`config.mk`:
```
export PLATFORM = sky130hd
export DESIGN_NAME = pla_core
export DESIGN_NICKNAME = d
export VERILOG_FILES = /design/src/rtl/pla_pkg.sv /design/src/rtl/pla_row_store.sv /design/src/rtl/pla_and_plane.sv /design/src/rtl/pla_or_plane.sv /design/src/rtl/pla_core.sv
export SDC_FILE = /design/constraint.sdc
export NUM_CORES = 1
export LEC_CHECK = 0
export BUFFER_PORTS_ARGS = -buffer_cell sky130_fd_sc_hd__clkbuf_2
export CORE_ASPECT_RATIO = 0.9
export CORE_UTILIZATION = 30
export CTS_BUF_LIST = sky130_fd_sc_hd__clkbuf_4 sky130_fd_sc_hd__clkbuf_8
export CTS_CLUSTER_DIAMETER = 100
export DETAILED_ROUTE_END_ITERATION = 6
export HOLD_SLACK_MARGIN = 0.05
export SETUP_SLACK_MARGIN = 0.1
export SLEW_MARGIN = 20
export SYNTH_ARGS = -nofsm -noshare
export SYNTH_HDL_FRONTEND = slang
export SYNTH_HIERARCHICAL = 1
export SYNTH_SLANG_ARGS = --single-unit
```
`constraint.sdc`:
```
create_clock -name clk -period 2.3 [get_ports clk]
set_clock_uncertainty 0.1 [all_clocks]
set_input_delay 0.345 -clock clk [delete_from_list [all_inputs] [get_ports clk]]
set_output_delay 0.345 -clock clk [all_outputs]
set_load 0.005 [all_outputs]
```
`src/rtl/pla_pkg.sv`:
```
package pla_pkg;

    typedef enum logic [1:0] {
        LIT_SKIP  = 2'b00,
        LIT_POS   = 2'b01,
        LIT_NEG   = 2'b10,
        LIT_NEVER = 2'b11
    } lit_e;

endpackage

```
`src/rtl/pla_row_store.sv`:
```
module pla_row_store #(
    parameter int N_IN   = 4,
    parameter int N_TERM = 8,
    parameter int N_OUT  = 4,
    parameter int AW     = 3
) (
    input  logic                               clk,
    input  logic                               rst,
    input  logic                               cfg_we,
    input  logic [AW-1:0]                      cfg_row,
    input  logic [2*N_IN-1:0]                  cfg_lits,
    input  logic [N_OUT-1:0]                   cfg_links,
    output logic [N_TERM-1:0][2*N_IN-1:0]      lits_q,
    output logic [N_TERM-1:0][N_OUT-1:0]       links_q
);

    genvar r;
    generate
        for (r = 0; r < N_TERM; r++) begin : g_row
            localparam logic [AW-1:0] ROW_ID = AW'(r);
            logic hit_w;

            assign hit_w = cfg_we && (cfg_row == ROW_ID);

            always_ff @(posedge clk) begin
                if (rst) begin
                    lits_q[r]  <= '0;
                    links_q[r] <= '0;
                end else if (hit_w) begin
                    lits_q[r]  <= cfg_lits;
                    links_q[r] <= cfg_links;
                end
            end


            row_hold_chk: assert property (@(posedge clk) disable iff (rst)
                !(cfg_we && cfg_row == ROW_ID) |=> ($stable(lits_q[r]) && $stable(links_q[r])));


            row_load_chk: assert property (@(posedge clk) disable iff (rst)
                (cfg_we && cfg_row == ROW_ID) |=> (lits_q[r] == $past(cfg_lits)));
        end
    endgenerate

endmodule

```
`src/rtl/pla_and_plane.sv`:
```
module pla_and_plane
    import pla_pkg::*;
#(
    parameter int N_IN   = 4,
    parameter int N_TERM = 8
) (
    input  logic                          clk,
    input  logic                          rst,
    input  logic [N_IN-1:0]               din,
    input  logic [N_TERM-1:0][2*N_IN-1:0] lits_q,
    output logic [N_TERM-1:0]             term_on
);

    genvar t;
    generate
        for (t = 0; t < N_TERM; t++) begin : g_term
            logic [N_IN-1:0] lit_ok;
            logic            has_never;

            always_comb begin
                has_never = 1'b0;
                for (int i = 0; i < N_IN; i++) begin
                    unique case (lit_e'(lits_q[t][2*i +: 2]))
                        LIT_SKIP:  lit_ok[i] = 1'b1;
                        LIT_POS:   lit_ok[i] = din[i];
                        LIT_NEG:   lit_ok[i] = ~din[i];
                        LIT_NEVER: begin
                            lit_ok[i] = 1'b0;
                            has_never = 1'b1;
                        end
                    endcase
                end
            end

            assign term_on[t] = &lit_ok;


            never_term_chk: assert property (@(posedge clk) disable iff (rst)
                has_never |-> !term_on[t]);


            open_term_chk: assert property (@(posedge clk) disable iff (rst)
                (lits_q[t] == '0) |-> term_on[t]);
        end
    endgenerate

endmodule

```
`src/rtl/pla_or_plane.sv`:
```
module pla_or_plane #(
    parameter int N_TERM = 8,
    parameter int N_OUT  = 4
) (
    input  logic                        clk,
    input  logic                        rst,
    input  logic [N_TERM-1:0]           term_on,
    input  logic [N_TERM-1:0][N_OUT-1:0] links_q,
    output logic [N_OUT-1:0]            dout
);

    genvar o;
    generate
        for (o = 0; o < N_OUT; o++) begin : g_out
            logic [N_TERM-1:0] column;

            always_comb begin
                for (int t = 0; t < N_TERM; t++) begin
                    column[t] = links_q[t][o];
                end
            end

            assign dout[o] = |(column & term_on);


            unlinked_out_chk: assert property (@(posedge clk) disable iff (rst)
                (column == '0) |-> !dout[o]);
        end
    endgenerate

endmodule

```
`src/rtl/pla_core.sv`:
```
module pla_core #(
    parameter int N_IN    = 4,
    parameter int N_TERM  = 8,
    parameter int N_OUT   = 4,
    parameter int TERM_AW = (N_TERM > 1) ? $clog2(N_TERM) : 1
) (
    input  logic                 clk,
    input  logic                 rst,
    input  logic                 cfg_we,
    input  logic [TERM_AW-1:0]   cfg_row,
    input  logic [2*N_IN-1:0]    cfg_lits,
    input  logic [N_OUT-1:0]     cfg_links,
    input  logic [N_IN-1:0]      din,
    output logic [N_OUT-1:0]     dout
);

    logic [N_TERM-1:0][2*N_IN-1:0] lits_q;
    logic [N_TERM-1:0][N_OUT-1:0]  links_q;
    logic [N_TERM-1:0]             term_on;

    pla_row_store #(
        .N_IN(N_IN), .N_TERM(N_TERM), .N_OUT(N_OUT), .AW(TERM_AW)
    ) u_store (
        .clk(clk), .rst(rst), .cfg_we(cfg_we), .cfg_row(cfg_row),
        .cfg_lits(cfg_lits), .cfg_links(cfg_links),
        .lits_q(lits_q), .links_q(links_q)
    );

    pla_and_plane #(
        .N_IN(N_IN), .N_TERM(N_TERM)
    ) u_and (
        .clk(clk), .rst(rst), .din(din), .lits_q(lits_q), .term_on(term_on)
    );

    pla_or_plane #(
        .N_TERM(N_TERM), .N_OUT(N_OUT)
    ) u_or (
        .clk(clk), .rst(rst), .term_on(term_on), .links_q(links_q), .dout(dout)
    );


    cleared_after_reset_chk: assert property (@(posedge clk) disable iff (rst)
        $fell(rst) |-> (dout == '0));


    shared_term_chk: assert property (@(posedge clk) disable iff (rst)
        ((term_on & {N_TERM{1'b1}}) != '0 && links_q[0] != '0 && term_on[0])
            |-> ((dout & links_q[0]) == links_q[0]));

endmodule

```
# Yosys cells after proc, flatten, opt, wreduce, memory -nomap -nowiden
# Index checks and enable logic that the tools add are counted.
# totals
ff_bits	96
input_bits	22
out_inout_bits	4
wordCells	212
# classes
eq_ne	103
mux	32
n_bitwise	8
reduce_logical	53
# op_table
op	count
2-bit == test, second input constant	64
1-bit one-hot mux with 4 select lines	32
2-bit by 1-bit == test with 1-bit output, second input constant	32
2-bit zero test	32
8-bit bitwise AND	4
4-bit AND reduction	8
8-bit OR reduction	4
3-bit == test, second input constant	4
1-bit logical AND	8
3-bit by 2-bit == test with 1-bit output, second input constant	2
1-bit NOT	4
3-bit by 1-bit == test with 1-bit output, second input constant	1
3-bit zero test	1

# Longest topological paths before layout
# Gate-level depths: netlist of run 1.
# depth
ltp_word	5
mapped_depth	5
ltp_nobuf	4

# Modules after synthesis
# The synthesis of run 1 kept the hierarchy.
# modules_own_cells
module	n_inst	cells_each	area_per_inst_um2	seq_area_each_um2
pla_row_store	1	348	3841.2	1921.8
pla_and_plane	1	44	435.4	0.0
pla_or_plane	1	20	145.1	0.0

# Least setup slack after synthesis of run 1
# OpenSTA, ideal clock, no wires.
# synth_timing
kind	input port to output port
from	input port din[2]
to	output port dout[2]
t_arrival_ps	1094
required_ps	1855
path_slack_ps	761
stages	5
n_path_buf	1
path_cell_list	buf_6 mux2i_1 and4_1 a22oi_1 nand4_1
# synth_via
elab_chain_cells	5
elab_cells_between_ends	19
classes_between	mux: 8; bitwise: 2; reduce/logical: 9
# synth_rtl
item	line_no	source
from (decl)	pla_core.sv:13	input logic [N_IN-1:0] din,
1-bit NOT	pla_and_plane.sv:26	LIT_NEG: lit_ok[i] = ~din[i];
1-bit one-hot mux with 4 select lines *	pla_and_plane.sv:23	unique case (lit_e'(lits_q[t][2*i +: 2]))
4-bit AND reduction *	pla_and_plane.sv:35	assign term_on[t] = &lit_ok;
named net term_on[2]	pla_core.sv:19	logic [N_TERM-1:0] term_on;
8-bit bitwise AND *	pla_or_plane.sv:23	assign dout[o] = |(column & term_on);
8-bit OR reduction *	pla_or_plane.sv:23	
to (decl)	pla_core.sv:14	output logic [N_OUT-1:0] dout
# Mark *: on every way through the listed nets, which the timed path passes. The rest lies on a longest branch.

# Worst setup path in the final report of run 1
# layout_timing
from	input port din[2]
to	output port dout[3]
# Same word-level chain as after synthesis.

==> impl_metrics.tcl, run 1 <==
set metrics [dict create \
    timing_hold_violations_final 0 \
    ir_drop_mv 0.2946 \
    critPathSlowestCell "mux2i_1" \
    cap_violations 0 \
    htree_levels 3 \
    grt_pass1_wl_microns 15910 \
    setup_viol 0 \
    synth_top_area_share_pct 43.46 \
    cp_top_family "simple AND/OR/NAND/NOR gates" \
    power_leakage_nw 2.229 \
    r2r-start "u_store/lits_q[63]$_SDFFE_PP0P_" \
    setup_slack_ps 212.6 \
    slew_headroom_pct 56.51 \
    drc 0 \
    cts_inserted_buffers 9 \
    tns_ps 0 \
    gp_congestion 0.7962 \
    ys_warn_count 6 \
    multi_input_area_sq_um 2287 \
    synth.area.top_cells "dfxtp_1 43%, mux2i_1 29%, nand2b_1 15%" \
    fp.dieW_microns 130.0 \
    critical_path_arrival_ps 1640 \
    antenna_found_initial 0 \
    fillers 1402 \
    switching_share_pct 24.95 \
    power.internal_mw 2.272 \
    routedWlPerCell_microns 16.83 \
    rsz0062_at_grt "no" \
    tightest_slew_ps 643.3 \
    required_ps 1860 \
    syn_nets 434 \
    cts_buffer_depth 2 \
    status "finished, final reports clean" \
    routed_wl_microns 10330 \
    r2r_cells 2 \
    fp.dieH_microns 117.2 \
    yosysSeqAreaShare_pct 43.46 \
    layout-drive-gt1-share_pct 12.59 \
    ys_seq_elements 96 \
    path_clk_slew_ps 90 \
    track_usage_pct 14.21 \
    critPathMaxFanout 8 \
    synth_area_leader_cell "dfxtp_1" \
    pin_count 26 \
    coreArea_sq_um 14210 \
    syn_to_final_growth_pct 9.140 \
    min_period_over_period_pct 90.76 \
    vias 2882 \
    routed_via_density 4.694 \
    hold_ws_ps 359.6 \
    path_common_cell "clkbuf_2" \
    layout.nets 438 \
    placedInstanceArea_sq_um 4639 \
    hold_class "in2reg" \
    grt_pass1_vias 2897 \
    worstSetupEndpointType "primary output" \
    postRouteAntennaNets 0 \
    yosysUniqueCellTypes 17 \
    die-area_sq_um 15230 \
    hold_path_startpoint "cfg_row[2]" \
    seqPwrFrac_pct 56.7 \
    fin_crit_ps 2087 \
    rrSetupSlack_ps 1560 \
    power_density_nw_per_um2 627.4 \
    critPathLaunchType "input pin" \
    dr.pass1.iters 4 \
    post-route-cell-area_sq_um 4826 \
    min_to "u_store/lits_q[7]$_SDFFE_PP0P_" \
    avgSynthCellArea_sq_um 10.73 \
    cts_root_buf "clkbuf_8" \
    clkPwrFrac_pct 33.8 \
    regArea_sq_um 1922 \
    p_sw_mw 0.7553 \
    diodes 0 \
    placementRows 41 \
    combPwrFrac_pct 9.4 \
    grt_max_degree 57 \
    p_total_mw 3.028 \
    report.final.slew_viol_count 0 \
    drt_iter0_drc 225 \
    cpPeakStageDelay_ps 350 \
    final_cell_mix "127 x mux2i_1, 108 x nand2b_1, 96 x dfxtp_1, 25 x clkbuf_2, 16 x a22oi_1" \
    netlist_instances 412 \
    timing.fmax_mhz 479.1 \
    critical_path_class "in2out" \
    hpwl_microns 7268 \
    worst_r2r_endpoint "u_store/lits_q[63]$_SDFFE_PP0P_" \
    start_util_pct 31.12 \
    crit_chain "clkbuf_2 > mux2i_1 > and4_1 > a22oi_1 > nand4_1 > clkbuf_2" \
    fin_cells 614 \
    fin_util_pct 33.96 \
    cts_tree "built" \
    dp_slack_ps 183.1 \
    place_inst 598 \
    io_buffers 25 \
    ctsHoldBuffers 0 \
    path_buf_inv 2 \
    clock_latency_ps 360 \
    hold_depth 3 \
    overflow 0 \
    layout.cells.most_common "mux2i_1" \
    syn_area_sq_um 4422 \
    cts.sinks 96 \
]
cell families (layout without fill, tap and decap cells):
kind of cell           count (synthesis)  after routing  synth area share [%]
AO/OA/AOI/OAI                         16             16                 2.717
AND/OR/NAND/NOR                      131            131                 19.95
flip-flops                            96             96                 43.46
buffers and inverters                 41             50                 4.895
multiplexers                         128            128                 28.98
final cells by class:
cell class | instances | share of cell area [%]
clock inverter | 5 | 0.6482
timing repair buffer | 34 | 3.993
multi-input combinational | 275 | 47.39
sequential | 96 | 39.82
clock buffer | 11 | 3.137
tap | 193 | 5.004
metal layers:
layer  share of wire (%)  track usage (%)
met1                  50            18.64
met4                0.85            4.031
met3                 2.9            3.500
met5                   0                0
met2                  46            23.21
registers in the layout, summed over array words and instances (netlist names):
signal / count
u_store/links_q: 32
u_store/lits_q: 64
synthesized netlist by cell type (all sizes together):
master	instances
nand4	5
nand4bb	3
nor4b	1
or4b	1
nand2b	108
and4	8
a22oi	16
nand4b	3
clkbuf	16
buf	25
nor4bb	1
and4bb	1
mux2i	128
dfxtp	96
worst max path at each step:
stage / slack (ps) / cells past startpoint / startpoint / end
2_1_floorplan: 760 / 5 / din[2] / dout[2]
3_3_place_gp: 170 / 6 / din[0] / dout[2]
3_5_place_dp: 180 / 6 / din[0] / dout[2]
4_1_cts: 180 / 6 / din[0] / dout[2]
5_1_grt: 110 / 6 / din[0] / dout[1]
6_report: 210 / 6 / din[2] / dout[3]
power by group through the flow:
stage          Sequential, mW  Clock, mW  Combinational [mW]
2_1_floorplan            1.75          0               0.212
3_3_place_gp             1.76          0               0.281
3_5_place_dp             1.76          0               0.287
4_1_cts                  1.72       1.07               0.287
5_1_grt                  1.72       1.12               0.307
6_report                 1.72       1.02               0.285
worst min-delay path, delay by kind of cell:
family / cells / cell delay (ps)
buf+inv: 1 / 180
simple gates: 1 / 120
mux: 1 / 120
repair_timing:
action                     in CTS  in global routing
gates resized for setup         0                  1
setup endpoints to repair       0                  1
buffers inserted                0                  0
Power figures use the tool's default switching activity.
==> run 2: changes to the inputs <==
clock period = 2.5 ns   (was 2.3 ns; I/O delays follow)
==> run 2 against run 1 <==
Effect of this change: non-clock buffer count fell by 1; critical path depth did not move; cell area rose by 0.23%; global-route usage rose by 0.23 points; sequential power fell by 8%; die area did not move; register-to-register slack improved by 190 ps; largest cell class unchanged.
==> impl_metrics.tcl, run 2 (same netlist as run 1, synthesis figures left out) <==
set metrics [dict create \
    cts.sinks 96 \
    cts.repair.resized 0 \
    routed.top_layer "met4" \
    cts_buffer_depth 2 \
    largest_reg_flops 64 \
    gp_congestion 0.7927 \
    rsz0062_at_grt "no" \
    pin_count 26 \
    antenna_found_initial 0 \
    p_total_mw 2.901 \
    tightest_slew_ps 683.7 \
    io_buffers 25 \
    hold_ws_ps 371.0 \
    power_leakage_nw 2.240 \
    htree_levels 3 \
    tns_ps 0 \
    start_util_pct 31.12 \
    coreArea_sq_um 14210 \
    diodes 0 \
    largestRegisters "u_store/lits_q x64, u_store/links_q x32" \
    wl_met1_microns 5000 \
    fin_crit_ps 2176 \
    critical_path_class "in2out" \
    slew_headroom_pct 54.16 \
    track_usage_pct 14.44 \
    top_register "u_store/lits_q" \
    vias 2889 \
    fp.dieH_microns 117.2 \
    status "finished, final reports clean" \
    cap_violations 0 \
    grt_max_degree 57 \
    worstSetupEndpointType "primary output" \
    drt_iter0_drc 203 \
    layout-drive-gt1-share_pct 11.93 \
    required_ps 2030 \
    grt_pass1_wl_microns 16150 \
    postRouteAntennaNets 0 \
    timing_hold_violations_final 0 \
    final_cell_mix "128 x mux2i_1, 108 x nand2b_1, 96 x dfxtp_1, 25 x clkbuf_2, 16 x a22oi_1" \
    cpPeakStageDelay_ps 370 \
    path_clk_slew_ps 90 \
    ir_drop_mv 0.2650 \
    fp.dieW_microns 130.0 \
    wl_met2_microns 4820 \
    post_cts_buffers 0 \
    die-area_sq_um 15230 \
    critPathSlowestCell "mux2i_1" \
    critical_path_arrival_ps 1700 \
    drc 0 \
    cts_root_buf "clkbuf_8" \
    grt_pass1_vias 2875 \
    critPathMaxFanout 8 \
    rrSetupSlack_ps 1750 \
    critPathLaunchType "input pin" \
    report.final.slew_viol_count 0 \
    min_period_over_period_pct 87.03 \
    dr.pass1.iters 4 \
    layout.cells.most_common "mux2i_1" \
    ctsHoldBuffers 0 \
    routed-wl-met3_microns 412 \
    overflow 0 \
    syn_to_final_growth_pct 9.394 \
    placementRows 41 \
    cts_tree "built" \
    routedWlPerCell_microns 16.83 \
    timing.fmax_mhz 459.6 \
    setup_viol 0 \
    crit_chain "clkbuf_2 > mux2i_1 > and4_1 > a22oi_1 > nand4_1 > clkbuf_2" \
    clock_latency_ps 360 \
    layout.nets 437 \
    hold_class "in2reg" \
    path_common_cell "clkbuf_2" \
    cts_inserted_buffers 9 \
    routed_via_density 4.721 \
    routed_wl_microns 10300 \
    hpwl_microns 7176 \
    power_density_nw_per_um2 599.8 \
]
run 2: where the power goes:
part,switching (mW),leakage [nW],internal (mW)
Combinational,0.147,1.36,0.115
Sequential,0.0182,0.777,1.56
Clock,0.523,0.108,0.536
Total,0.688,2.24,2.21
run 2: final cells by class:
class / instances / area, sq um
clock inverter: 3 / 40.04
fill: 1430 / 9373
tap: 193 / 241.5
clock buffer: 12 / 165.2
multi-input combinational: 275 / 2283
timing repair buffer: 33 / 185.2
sequential: 96 / 1922
run 2: path summary, 6_finish.rpt:
| kind | from | to | depth (start not counted) |
|---|---|---|---|
| worst min register to register | u_store/lits_q[12]$_SDFFE_PP0P_ | u_store/lits_q[12]$_SDFFE_PP0P_ | 2 |
| worst max-delay path | din[0] | dout[1] | 6 |
| worst min-delay path | cfg_row[1] | u_store/lits_q[7]$_SDFFE_PP0P_ | 3 |
| worst max register to register | u_store/links_q[23]$_SDFFE_PP0P_ | u_store/links_q[23]$_SDFFE_PP0P_ | 2 |
run 2: worst max-delay path: cells and delay by family:
family | cells | cell delay [ps]
simple gates | 2 | 430
compound gates | 1 | 100
mux | 1 | 370
buf+inv | 2 | 420
run 2: stage by stage:
step,setup WS (ps),utilization [%],instances,cell area (sq um)
floorplan,901.1,-,412,4422
global route,235.6,34.04,612,4837
global placement,281.2,32.60,597,4632
finish,324.2,34.04,612,4837
detailed placement,315.0,32.60,597,4632
CTS,310.9,34.04,612,4837
run 2: metal layers:
layer	up-vias	track usage, %
li1	1418	-
met1	1410	18.92
met2	51	23.81
met3	10	4.091
met4	0	2.791
met5	-	0
==> run 3: changes to the inputs <==
BUFFER_PORTS_ARGS = unset   (was -buffer_cell sky130_fd_sc_hd__clkbuf_2)
CTS_BUF_LIST = sky130_fd_sc_hd__clkbuf_8   (was sky130_fd_sc_hd__clkbuf_4 sky130_fd_sc_hd__clkbuf_8)
DONT_BUFFER_PORTS = 1   (was unset)
clock period = 1.9 ns   (was 2.5 ns; I/O delays follow)
==> run 3 against run 2 <==
Effect of this change: first-iteration DRC count shrank 29%; critical path depth shrank 2; combinational power grew 25%; die area is the same; sequential power grew 32%; largest cell class unchanged.
==> impl_metrics.tcl, run 3 (same netlist as run 1, synthesis figures left out) <==
set metrics [dict create \
    status "finished, final reports clean" \
    routed_wl_microns 10790 \
    layout.cells.most_common "mux2i_1" \
    htree_levels 3 \
    grt_pass1_vias 2901 \
    setup_viol 0 \
    routedWlPerCell_microns 18.28 \
    fin_crit_ps 1787 \
    io_buffers 0 \
    met1_usage_pct 19.67 \
    cap_violations 0 \
    drt_iter0_drc 145 \
    fp.dieW_microns 130.0 \
    post-route-cell-area_sq_um 4967 \
    path_clk_slew_ps 80 \
    rsz0062_at_grt "yes" \
    dr.pass1.iters 4 \
    track_usage_pct 14.82 \
    worst_r2r_endpoint "u_store/lits_q[13]$_SDFFE_PP0P_" \
    critical_path_class "reg2out" \
    power_leakage_nw 2.192 \
    worstSetupEndpointType "primary output" \
    placementRows 41 \
    coreArea_sq_um 14210 \
    critPathMaxFanout 4 \
    drc 0 \
    regArea_sq_um 1937 \
    fp.dieH_microns 117.2 \
    cts_tree "built" \
    start_util_pct 31.12 \
    multi_input_area_sq_um 2422 \
    cts.sinks 96 \
    vias 2888 \
    largest_reg_flops 64 \
    timing_hold_violations_final 0 \
    r2r_cells 2 \
    routed_via_density 4.895 \
    ir_drop_mv 0.3377 \
    final_cell_mix "118 x mux2i_1, 108 x nand2b_1, 84 x dfxtp_1, 12 x dfxtp_2, 11 x a22oi_2" \
    postRouteAntennaNets 0 \
    critical_path_arrival_ps 1400 \
    hpwl_microns 7213 \
    fillers 1413 \
    pin_count 26 \
    largestRegisters "u_store/lits_q x64, u_store/links_q x32" \
    grt_pass1_wl_microns 16620 \
    cts_inserted_buffers 9 \
    grt_max_degree 96 \
    timing.fmax_mhz 559.5 \
    power_density_nw_per_um2 824.3 \
    diodes 0 \
    antenna_found_initial 0 \
    gp_congestion 0.7457 \
    syn_to_final_growth_pct 12.34 \
    slew_headroom_pct 62.33 \
    cts_buffer_depth 2 \
    hold_depth 2 \
    hold_class "in2reg" \
    min_to "u_store/lits_q[14]$_SDFFE_PP0P_" \
    critPathLaunchType "flop" \
    required_ps 1510 \
    top_register "u_store/lits_q" \
    layout.nets 415 \
    met3_usage_pct 3.636 \
    overflow 0 \
    die-area_sq_um 15230 \
    hold_path_startpoint "rst" \
    report.final.slew_viol_count 0 \
    busiest_layer "met2" \
    placedInstanceArea_sq_um 4499 \
    min_period_over_period_pct 94.07 \
    rrSetupSlack_ps 1120 \
    cts_root_buf "clkbuf_8" \
    use_met2_pct 24.14 \
    tns_ps 0 \
    layout-drive-gt1-share_pct 16.62 \
    r2r-start "u_store/lits_q[13]$_SDFFE_PP0P_" \
    clock_latency_ps 350 \
    post_cts_buffers 0 \
    tightest_slew_ps 557.2 \
]
-- run 3: how the worst max path moves through the flow --
stage | from | to | slack, ps
5_1_grt | u_store/lits_q[42]$_SDFFE_PP0P_ | dout[1] | 60
2_1_floorplan | cfg_row[0] | u_store/lits_q[1]$_SDFFE_PP0P_ | 480
3_5_place_dp | din[0] | dout[1] | 330
3_3_place_gp | din[0] | dout[1] | 350
4_1_cts | u_store/lits_q[42]$_SDFFE_PP0P_ | dout[3] | 100
6_report | u_store/lits_q[13]$_SDFFE_PP0P_ | dout[3] | 110
-- run 3: final cells by class --
class / count / area share, %
well taps: 193 / 4.861
flip-flops and latches: 96 / 38.99
clock inverters: 6 / 2.670
multi-input cells: 275 / 48.77
repair buffers: 11 / 2.217
clock buffers: 9 / 2.494
-- run 3: repair_timing --
item	in CTS	in global routing
setup endpoints to repair	4	4
hold endpoints to repair	95	0
pin swaps	9	12
hold buffers	4	0
gates resized for setup	46	6
-- run 3: worst max-delay path, cell delays in order, from the launching register on --
cell,delay (ps)
dfxtp_2,340
mux2i_2,200
and4_4,310
a22oi_2,90
nand4_1,110
-- run 3: report_power, final --
group	switching [mW]	total (mW)	internal, mW
sequential	0.0289	2.08	2.06
combinational	0.166	0.328	0.161
clock	0.684	1.68	0.998
-- run 3: through the flow --
step / setup slack (ps) / std cells / hold WS [ps] / util [%] / total power [mW]
3_3_place_gp: 354.3 / 571 / 357.7 / 31.66 / 2.381
4_1_cts: 100.7 / 590 / 51.21 / 34.84 / 4.132
3_5_place_dp: 333.6 / 571 / 365.7 / 31.66 / 2.389
5_1_grt: 61.00 / 590 / 60.88 / 34.96 / 4.235
2_1_floorplan: 475.4 / 412 / 348.0 / - / 2.375
6_report: 112.7 / 590 / 60.95 / 34.96 / 4.094
-- run 3: layer usage --
| metal | up-vias | wire length, microns |
|---|---|---|
| met5 | - | 0 |
| met4 | 0 | 112 |
| met3 | 12 | 425 |
| met2 | 43 | 5012 |
| met1 | 1456 | 5234 |
| li1 | 1377 | - |
